<file path="config.mk">
export PLATFORM = sky130hd
export DESIGN_NAME = clk_out_gate
export DESIGN_NICKNAME = d
export VERILOG_FILES = /design/src/rtl/cgate_pkg.sv /design/src/rtl/cgate_sync.sv /design/src/rtl/cgate_startup.sv /design/src/rtl/cgate_pd_filter.sv /design/src/rtl/cgate_core.sv /design/src/rtl/clk_out_gate.sv
export SDC_FILE = /design/constraint.sdc
export NUM_CORES = 1
export LEC_CHECK = 0
export ABC_AREA = 1
export BUFFER_PORTS_ARGS = -buffer_cell sky130_fd_sc_hd__buf_4
export CAP_MARGIN = 15
export CORE_MARGIN = 1.5
export CORE_UTILIZATION = 35
export DETAILED_ROUTE_END_ITERATION = 12
export GPL_ROUTABILITY_DRIVEN = 0
export PLACE_DENSITY_LB_ADDON = 0.05
export SLEW_MARGIN = 15
export SYNTH_ARGS = -nofsm -noshare
export SYNTH_HDL_FRONTEND = slang
export SYNTH_SLANG_ARGS = --single-unit
</file>
<file path="constraint.sdc">
create_clock -name clk_mst_i -period 1.4 [get_ports clk_mst_i]
set_input_delay 0.14 -clock clk_mst_i [delete_from_list [all_inputs] [get_ports clk_mst_i]]
set_output_delay 0.14 -clock clk_mst_i [all_outputs]
set_load 0.01 [all_outputs]
</file>
<file path="src/rtl/cgate_pkg.sv">
package cgate_pkg;
   typedef enum logic {
      GATE_SHUT = 1'b0,
      GATE_OPEN = 1'b1
   } gate_e;
endpackage

</file>
<file path="src/rtl/cgate_sync.sv">
module cgate_sync #(
   parameter int WIDTH  = 2,
   parameter int STAGES = 2
) (
   input  logic             clk,
   input  logic             rst_n,
   input  logic [WIDTH-1:0] d,
   output logic [WIDTH-1:0] q
);
   generate
      if (STAGES < 2) begin : g_bad_stages
         $error("cgate_sync: STAGES must be at least 2");
      end
   endgenerate

   logic [STAGES-1:0][WIDTH-1:0] chain;

   always_ff @(posedge clk or negedge rst_n) begin
      if (!rst_n) chain <= '0;
      else        chain <= {chain[STAGES-2:0], d};
   end

   assign q = chain[STAGES-1];
endmodule

</file>
<file path="src/rtl/cgate_startup.sv">
module cgate_startup #(
   parameter int COUNT = 512
) (
   input  logic clk,
   input  logic rst_n,
   input  logic hold,
   output logic ready
);
   localparam int CW = $clog2(COUNT + 1);
   localparam logic [CW-1:0] LAST = CW'(COUNT);

   generate
      if (COUNT < 1) begin : g_bad_count
         $error("cgate_startup: COUNT must be at least 1");
      end
   endgenerate

   logic [CW-1:0] cnt;

   always_ff @(posedge clk or negedge rst_n) begin
      if (!rst_n)           cnt <= '0;
      else if (hold)        cnt <= '0;
      else if (cnt != LAST) cnt <= cnt + 1'b1;
   end

   assign ready = (cnt == LAST);

   AST_HOLD_RESTARTS: assert property (@(posedge clk) disable iff (!rst_n)
      hold |=> !ready);
endmodule

</file>
<file path="src/rtl/cgate_pd_filter.sv">
module cgate_pd_filter #(
   parameter int HOLD_CYCLES = 500,
   parameter int MIN_EDGES   = 2
) (
   input  logic clk,
   input  logic rst_n,
   input  logic req_s,
   input  logic div_rise,
   output logic pd_q,
   output logic accept
);
   localparam int CW = $clog2(HOLD_CYCLES + 1);
   localparam logic [CW-1:0] HOLD_LAST = CW'(HOLD_CYCLES);

   generate
      if (HOLD_CYCLES < 1) begin : g_bad_hold
         $error("cgate_pd_filter: HOLD_CYCLES must be at least 1");
      end
      if (MIN_EDGES < 0) begin : g_bad_edges
         $error("cgate_pd_filter: MIN_EDGES must not be negative");
      end
   endgenerate

   logic [CW-1:0] hold_cnt;
   logic          hold_ok;
   logic          edges_ok;

   always_ff @(posedge clk or negedge rst_n) begin
      if (!rst_n)                        hold_cnt <= '0;
      else if (!req_s)                   hold_cnt <= '0;
      else if (hold_cnt != HOLD_LAST)    hold_cnt <= hold_cnt + 1'b1;
   end

   assign hold_ok = (hold_cnt == HOLD_LAST);

   generate
      if (MIN_EDGES > 0) begin : g_edge_count
         localparam int EW = $clog2(MIN_EDGES + 1);
         localparam logic [EW-1:0] EDGE_LAST = EW'(MIN_EDGES);
         logic [EW-1:0] edge_cnt;

         always_ff @(posedge clk or negedge rst_n) begin
            if (!rst_n)                                edge_cnt <= '0;
            else if (!req_s)                           edge_cnt <= '0;
            else if (div_rise && edge_cnt != EDGE_LAST) edge_cnt <= edge_cnt + 1'b1;
         end

         assign edges_ok = (edge_cnt == EDGE_LAST);
      end else begin : g_no_edge_count
         assign edges_ok = 1'b1;
      end
   endgenerate

   assign accept = req_s & hold_ok & edges_ok & ~pd_q;

   always_ff @(posedge clk or negedge rst_n) begin
      if (!rst_n)      pd_q <= 1'b0;
      else if (!req_s) pd_q <= 1'b0;
      else if (accept) pd_q <= 1'b1;
   end

   AST_PD_ONLY_WHILE_HELD: assert property (@(posedge clk) disable iff (!rst_n)
      $rose(pd_q) |-> $past(req_s));
endmodule

</file>
<file path="src/rtl/cgate_core.sv">
module cgate_core
   import cgate_pkg::*;
(
   input  logic clk,
   input  logic rst_n,
   input  logic div_q,
   input  logic want,
   input  logic force_off,
   output logic clk_o
);
   gate_e gate_q;
   logic  out_q;

   always_ff @(posedge clk or negedge rst_n) begin
      if (!rst_n)         gate_q <= GATE_SHUT;
      else if (force_off) gate_q <= GATE_SHUT;
      else if (!div_q)    gate_q <= gate_e'(want);
   end

   always_ff @(posedge clk or negedge rst_n) begin
      if (!rst_n) out_q <= 1'b0;
      else        out_q <= !force_off && (gate_q == GATE_OPEN) && div_q;
   end

   assign clk_o = out_q;

   AST_GATE_MOVES_WHEN_LOW: assert property (@(posedge clk) disable iff (!rst_n)
      !$stable(gate_q) |-> ($past(!div_q) || $past(force_off)));
   AST_OUT_ONLY_ON_DIV_HIGH: assert property (@(posedge clk) disable iff (!rst_n)
      out_q |-> $past(div_q));
endmodule

</file>
<file path="src/rtl/clk_out_gate.sv">
module clk_out_gate #(
   parameter int STARTUP_CYCLES  = 512,
   parameter int DEGLITCH_CYCLES = 500,
   parameter int MIN_DIV_EDGES   = 2,
   parameter int SYNC_STAGES     = 2
) (
   input  logic clk_mst_i,
   input  logic rst_an_i,
   input  logic div_clk_i,
   input  logic en_pin_i,
   input  logic en_bit_i,
   input  logic pdn_i,
   output logic clk_o,
   output logic osc_run_o
);
   logic div_q, div_d, div_rise;
   logic en_pin_s, pdn_s;
   logic ready, pd_q, pd_accept;
   logic want, force_off;

   always_ff @(posedge clk_mst_i or negedge rst_an_i) begin
      if (!rst_an_i) begin
         div_q <= 1'b0;
         div_d <= 1'b0;
      end else begin
         div_q <= div_clk_i;
         div_d <= div_q;
      end
   end

   assign div_rise = div_q & ~div_d;

   cgate_sync #(.WIDTH(2), .STAGES(SYNC_STAGES)) u_sync (
      .clk   (clk_mst_i),
      .rst_n (rst_an_i),
      .d     ({pdn_i, en_pin_i}),
      .q     ({pdn_s, en_pin_s})
   );

   cgate_pd_filter #(.HOLD_CYCLES(DEGLITCH_CYCLES), .MIN_EDGES(MIN_DIV_EDGES)) u_pd (
      .clk      (clk_mst_i),
      .rst_n    (rst_an_i),
      .req_s    (pdn_s),
      .div_rise (div_rise),
      .pd_q     (pd_q),
      .accept   (pd_accept)
   );

   cgate_startup #(.COUNT(STARTUP_CYCLES)) u_start (
      .clk   (clk_mst_i),
      .rst_n (rst_an_i),
      .hold  (pd_q),
      .ready (ready)
   );

   assign want      = en_pin_s | en_bit_i;
   assign force_off = ~ready | pd_q | pd_accept;

   cgate_core u_core (
      .clk       (clk_mst_i),
      .rst_n     (rst_an_i),
      .div_q     (div_q),
      .want      (want),
      .force_off (force_off),
      .clk_o     (clk_o)
   );

   assign osc_run_o = ~pd_q;

   AST_OFF_IN_POWERDOWN: assert property (@(posedge clk_mst_i) disable iff (!rst_an_i)
      !osc_run_o |-> !clk_o);
   AST_OFF_DURING_STARTUP: assert property (@(posedge clk_mst_i) disable iff (!rst_an_i)
      !ready |-> !clk_o);
endmodule

</file>
== After elaboration in Yosys (flattened, before gate mapping) ==
Cells that the tools add are included.
Storage, ports and cells
  output and inout bits: 2
  memories kept: 0
  bits in registers: 30
  bits in latches: 0
  input bits: 6
  word-level logic and storage cells: 48
  ROM bits: 0
  RAM bits: 0
Operators by class
  reductions and logical operators: 5
  multiplexer cells: 10
  shifts and indexed selects: 0
  multipliers: 0
  bitwise gates (word level): 10
  add/subtract/negate cells: 3
  magnitude comparators: 0
  equality and inequality tests: 10
  divide/modulo/power cells: 0
Operator list (number)
  10-bit 2-to-1 mux: 2
  9-bit 2-to-1 mux: 2
  10-bit by 1-bit adder with 10-bit output (second input constant): 1
  10-bit == test (second input constant): 1
  10-bit != test (second input constant): 1
  9-bit by 1-bit adder with 9-bit output (second input constant): 1
  9-bit == test (second input constant): 1
  9-bit != test (second input constant): 1
  2-bit by 1-bit != test with 1-bit output (second input constant): 3
  1-bit AND: 4
  1-bit 2-to-1 mux: 4
  2-bit 2-to-1 mux: 2
  2-bit != test (second input constant): 2
  1-bit logical AND: 3
  1-bit inverter: 3
  1-bit OR: 3
  2-bit by 1-bit adder with 2-bit output (second input constant): 1
  2-bit == test (second input constant): 1
  2-bit nonzero test: 1
  1-bit logical NOT: 1

== Depth between registers and ports, before layout ==
  word-level depth: 8
  depth in mapped cells: 9
  depth with buffers taken out: 9

== By module ==
From an unflattened synthesis, not the netlist that was laid out.
Second synthesis, totals
  cell total of the unflattened synthesis: 189
  area total of the unflattened synthesis: 1565.3 sq um
Modules (own cells, without submodules)
  cgate_pd_filter: area an instance 669.4 sq um, seq. area each 300.3 sq um, times used 1, cells an instance 84
  cgate_startup: area an instance 630.6 sq um, seq. area each 250.2 sq um, times used 1, cells an instance 83
  cgate_sync: area an instance 115.1 sq um, seq. area each 100.1 sq um, times used 1, cells an instance 6
  clk_out_gate: area an instance 76.3 sq um, seq. area each 50.0 sq um, times used 1, cells an instance 8
  cgate_core: area an instance 73.8 sq um, seq. area each 50.0 sq um, times used 1, cells an instance 8

== Worst setup path before layout ==
Ideal clock, no wire load.
  kind: register to register
  start: register u_pd.hold_cnt[0]
  end: register u_core.gate_q
  library setup time: 0.117 ns
  arrival: 1.089 ns
  cell stages (with the launch flop): 8
  slack: 0.194 ns
  buffers on the path: 0
  required time: 1.283 ns
  clock period less this slack: 1.206 ns
  cell sequence: dfrtp_1 > inv_1 > ha_1 > nand2_1 > nor2_2 > nand4_1 > nand3_1 > nand2_1
On the way
  word-level cells in the longest chain between the ends: 6
  elaborated cells on any way between the ends: 7
  those cells by class: eq/ne (2); mux (1); bitwise (4)
RTL lines
  from (decl): RTL line cgate_pd_filter.sv:24  | logic [CW-1:0] hold_cnt;
  from (signal assigned): RTL line cgate_pd_filter.sv:31  | else if (hold_cnt != HOLD_LAST) hold_cnt <= hold_cnt + 1'b1;
  9-bit == test (*): RTL line cgate_pd_filter.sv:34  | assign hold_ok = (hold_cnt == HOLD_LAST);
  1-bit AND (*) (3 in a row): RTL line cgate_pd_filter.sv:54  | assign accept = req_s & hold_ok & edges_ok & ~pd_q;
  1-bit OR (*): RTL line clk_out_gate.sv:57  | assign force_off = ~ready | pd_q | pd_accept;
  2-bit by 1-bit != test with 1-bit output (no line) or 1-bit 2-to-1 mux (tied branches)
  to (signal assigned): RTL line cgate_core.sv:17  | else if (!div_q) gate_q <= gate_e'(want);
  to (decl): RTL line cgate_core.sv:11  | gate_e gate_q;
Mark *: on every way between the ends. The rest lies on a longest branch, timed or not.
A chain may end at the register's enable or synchronous reset.

== Worst setup path in the final report ==
  start: register u_start.cnt[0]
  end: register u_start.cnt[1]
On the way
  word-level cells in the longest chain between the ends: 3
  elaborated cells on any way between the ends: 5
  those cells by class: add/sub (1); eq/ne (1); mux (2); reduce/logical (1)
RTL lines
  from (decl): RTL line cgate_startup.sv:18  | logic [CW-1:0] cnt;
  from (signal assigned): RTL line cgate_startup.sv:23  | else if (cnt != LAST) cnt <= cnt + 1'b1;
  10-bit by 1-bit adder with 10-bit output: RTL line cgate_startup.sv:23
  10-bit 2-to-1 mux: RTL line cgate_startup.sv:23
  10-bit 2-to-1 mux: RTL line cgate_startup.sv:22  | else if (hold) cnt <= '0;
Several ways; a longest one is shown, not always the timed one. The select of a mux whose other input is x is not followed.

==> flow_metrics.env <==
export IMPL_cp_num_buf_inv=1
export IMPL_n_antenna_cell=0
export IMPL_cts_max_level=2
export IMPL_area_growth_pct=18.4
export IMPL_maxSlewViolCount=0
export IMPL_fin_tns_setup_ns=0
export IMPL_cp_start_kind="flop"
export IMPL_cts_root_buf="clkbuf_8"
export IMPL_nFillCells=397
export IMPL_synth_mux_area_share_pct=0
export IMPL_syn_cell_area_sq_um=1470
export IMPL_crit_slowest_cell="dfrtp_1"
export IMPL_arrival_ns=1.46
export IMPL_cts_tree="yes"
export IMPL_grt_ovfl_total=0
export IMPL_worst_path_max_fanout=6
export IMPL_drive_gt1_share_pct=19.9
export IMPL_power_per_cell_area_nw_per_um2=981
export IMPL_finalWirelength_microns=2660
export IMPL_antenna_found_initial=0
export IMPL_synth_compound_gate_area_share_pct=4.01
export IMPL_route_detailed_drc=0
export IMPL_clk_pin_slew_ns=0.06
export IMPL_yosys_area_share_adder_pct=4.27
export IMPL_die_area_sq_um=4590
export IMPL_viasPerCell=4.59
export IMPL_grt_pass1_wl_microns=4590
export IMPL_avgSynthCellArea_sq_um=8.63
export IMPL_initial_core_util_pct=36.7
export IMPL_status="finished, final reports clean"
export IMPL_grt_max_degree=31
export IMPL_max_freq_mhz=775
export IMPL_synth_area_leaders="dfrtp_1, nand2_1, nor2_1"
export IMPL_ys_seq_area_share_pct=51.2
export IMPL_relSlewSlack_pct=74.0
export IMPL_clockBufferDepth=2
export IMPL_path_class="flop to flop"
export IMPL_crit_family="simple AND/OR/NAND/NOR gates"
export IMPL_total_power_uw=1700
export IMPL_syn_inst=170
export IMPL_p_leak_uw=0.000894
export IMPL_min_period_ns=1.29
export IMPL_fin_nets=201
export IMPL_slowest_delay_ns=0.41
export IMPL_grt_pass1_vias=1075
export IMPL_io_pins=8
export IMPL_dp_cells=228
export IMPL_synth_ff_latch_count=30
export IMPL_synth_largest_area_cell="dfrtp_1"
export IMPL_final_common_cell="nand2_1"
export IMPL_syn_nets=181
export IMPL_worst_ep_required_time_ns=1.57
export IMPL_drt_iter0_drc=66
export IMPL_finalSetupViolCount=0
export IMPL_mostFrequentLayoutCells="nand2_1, dfrtp_1, nor2_1"
export IMPL_die_height_microns=67.7
export IMPL_drv_cap=0
export IMPL_io_buffers=7
export IMPL_crit_chain="inv_1 -> ha_1 -> nand4_1 -> nor2_4 -> nor2_2 -> nand2_1 -> nand2_1"
export IMPL_fin_skew_ns=0.00235
export IMPL_yosys_warnings=0
export IMPL_grt_setup_unrepaired="true"
export IMPL_cp_end_kind="flop"
export IMPL_whs_ns=0.226
export IMPL_wl_per_cell_microns=11.0
export IMPL_hpwl_microns=1880
export IMPL_netlist_area_leader_share_pct=51.2
export IMPL_vias=1106
export IMPL_synth_xor_xnor_area_share_pct=1.79
export IMPL_numCtsBuffers=5
export IMPL_rows=23
export IMPL_fin_crit_sh_pct=92.1
export IMPL_yosys_area_share_simple_pct=32.3
export IMPL_grt_usage_pct=13.7
export IMPL_cpMostUsedCell="nand2_1"
export IMPL_fp_dieW_microns=67.7
export IMPL_core_area_sq_um=4000
export IMPL_cts_sinks=30
export IMPL_hp_class="primary input to flop"
export IMPL_first_pass_iters=4
export IMPL_peakVddDrop_v=0.000584
export IMPL_synth_top_family_by_area="simple AND/OR/NAND/NOR gates"
export IMPL_stdcell_count=241
export IMPL_final_antenna_net_count=0
export IMPL_clk_latency_ns=0.28
export IMPL_synth_cell_types=23
export IMPL_max_slew_worst_pin_slew_ns=0.391
export IMPL_hold_violations=0
export IMPL_postLayoutCoreUtil_pct=43.4
## state kept, by name, indices dropped and copies added, names as in the netlist
register and count:
u_core.gate_q 1, div_q 1, u_sync.q 2, div_d 1, u_pd.pd_q 1, u_pd.hold_cnt 9
u_start.cnt 10, u_pd.g_edge_count.edge_cnt 2, u_core.clk_o 1, u_sync.chain 2
## power breakdown
group,switching [uW],leakage [uW],total [uW],internal [uW]
clock,326,0.0000472,720,394
sequential,15.4,0.000387,902,887
combinational,45.3,0.000460,81.5,36.2
## final cells by class
cell class	instances	area [sq um]	share of cell area (%)
inverter	25	93.8	5.40
sequential	30	751	43.2
clock buffer	6	82.6	4.76
tap	50	62.6	3.60
multi-input combinational	115	627	36.1
timing repair buffer	13	108	6.20
clock inverter	2	12.5	0.720
## synth_stat cells
library cell,instances
o21ai_0,2
nand3_1,9
nand3_2,3
nor2_8,1
nor2_2,5
nand4_1,3
nor3_1,2
xnor2_1,1
inv_2,3
or2_2,1
nor3b_1,1
a21oi_1,7
o21a_1,1
nor3_2,1
xor2_1,2
nor2_1,24
nand2_1,39
ha_1,5
inv_1,22
dfrtp_1,30
o22ai_1,1
nand2_2,4
nor2_4,3
## worst register-to-register path, cell delays in order, from the launching register on
cell and delay [ns]:
dfrtp_1 0.41, inv_1 0.11, ha_1 0.16, nand4_1 0.14
nor2_4 0.19, nor2_2 0.06, nand2_1 0.06, nand2_1 0.05
## through the flow
stage               setup slack, ns  instance area (sq um)
floorplan                     0.194                   1470
global placement             0.0951                   1590
detailed placement           0.0645                   1590
CTS                          0.0554                   1720
global route                -0.0120                   1740
finish                        0.111                   1740
## routing by layer
layer | part of all wire, % | global-route usage (%) | up-vias
met3 | 2.9 | 4.00 | 7
met4 | 1.7 | 6.12 | 0
li1 | - | - | 565
met5 | 0 | 0 | -
met1 | 49 | 16.1 | 521
met2 | 47 | 22.9 | 13
## path summary, 6_finish.rpt
path	cells after the start	startpoint	slack, ns	endpoint
max reg2reg	7	u_start.cnt[0]	0.11	u_start.cnt[1]
min	5	en_bit_i	0.23	u_core.gate_q
min in group asynchronous	2	rst_an_i	0.32	u_start.cnt[5]
min reg2reg	0	u_sync.chain[1]	0.35	u_sync.q[1]
max in group asynchronous	2	rst_an_i	0.79	u_start.cnt[1]
max	7	u_start.cnt[0]	0.11	u_start.cnt[1]
## logic make-up (layout without fill, tap and decap cells)
family | Yosys count | count (layout)
buf+inv | 25 | 46
flops | 30 | 30
fa+ha+maj | 5 | 5
xor+xnor | 3 | 3
simple gates | 96 | 96
compound gates | 11 | 11
## timing repair
| action | CTS | global route |
|---|---|---|
| resized for setup | 0 | 1 |
| hold endpoints to repair | 33 | 0 |
| setup endpoints to repair | 0 | 5 |
| hold buffers | 4 | 0 |
| setup buffers | 0 | 1 |
(Power assumes the default switching activity.)
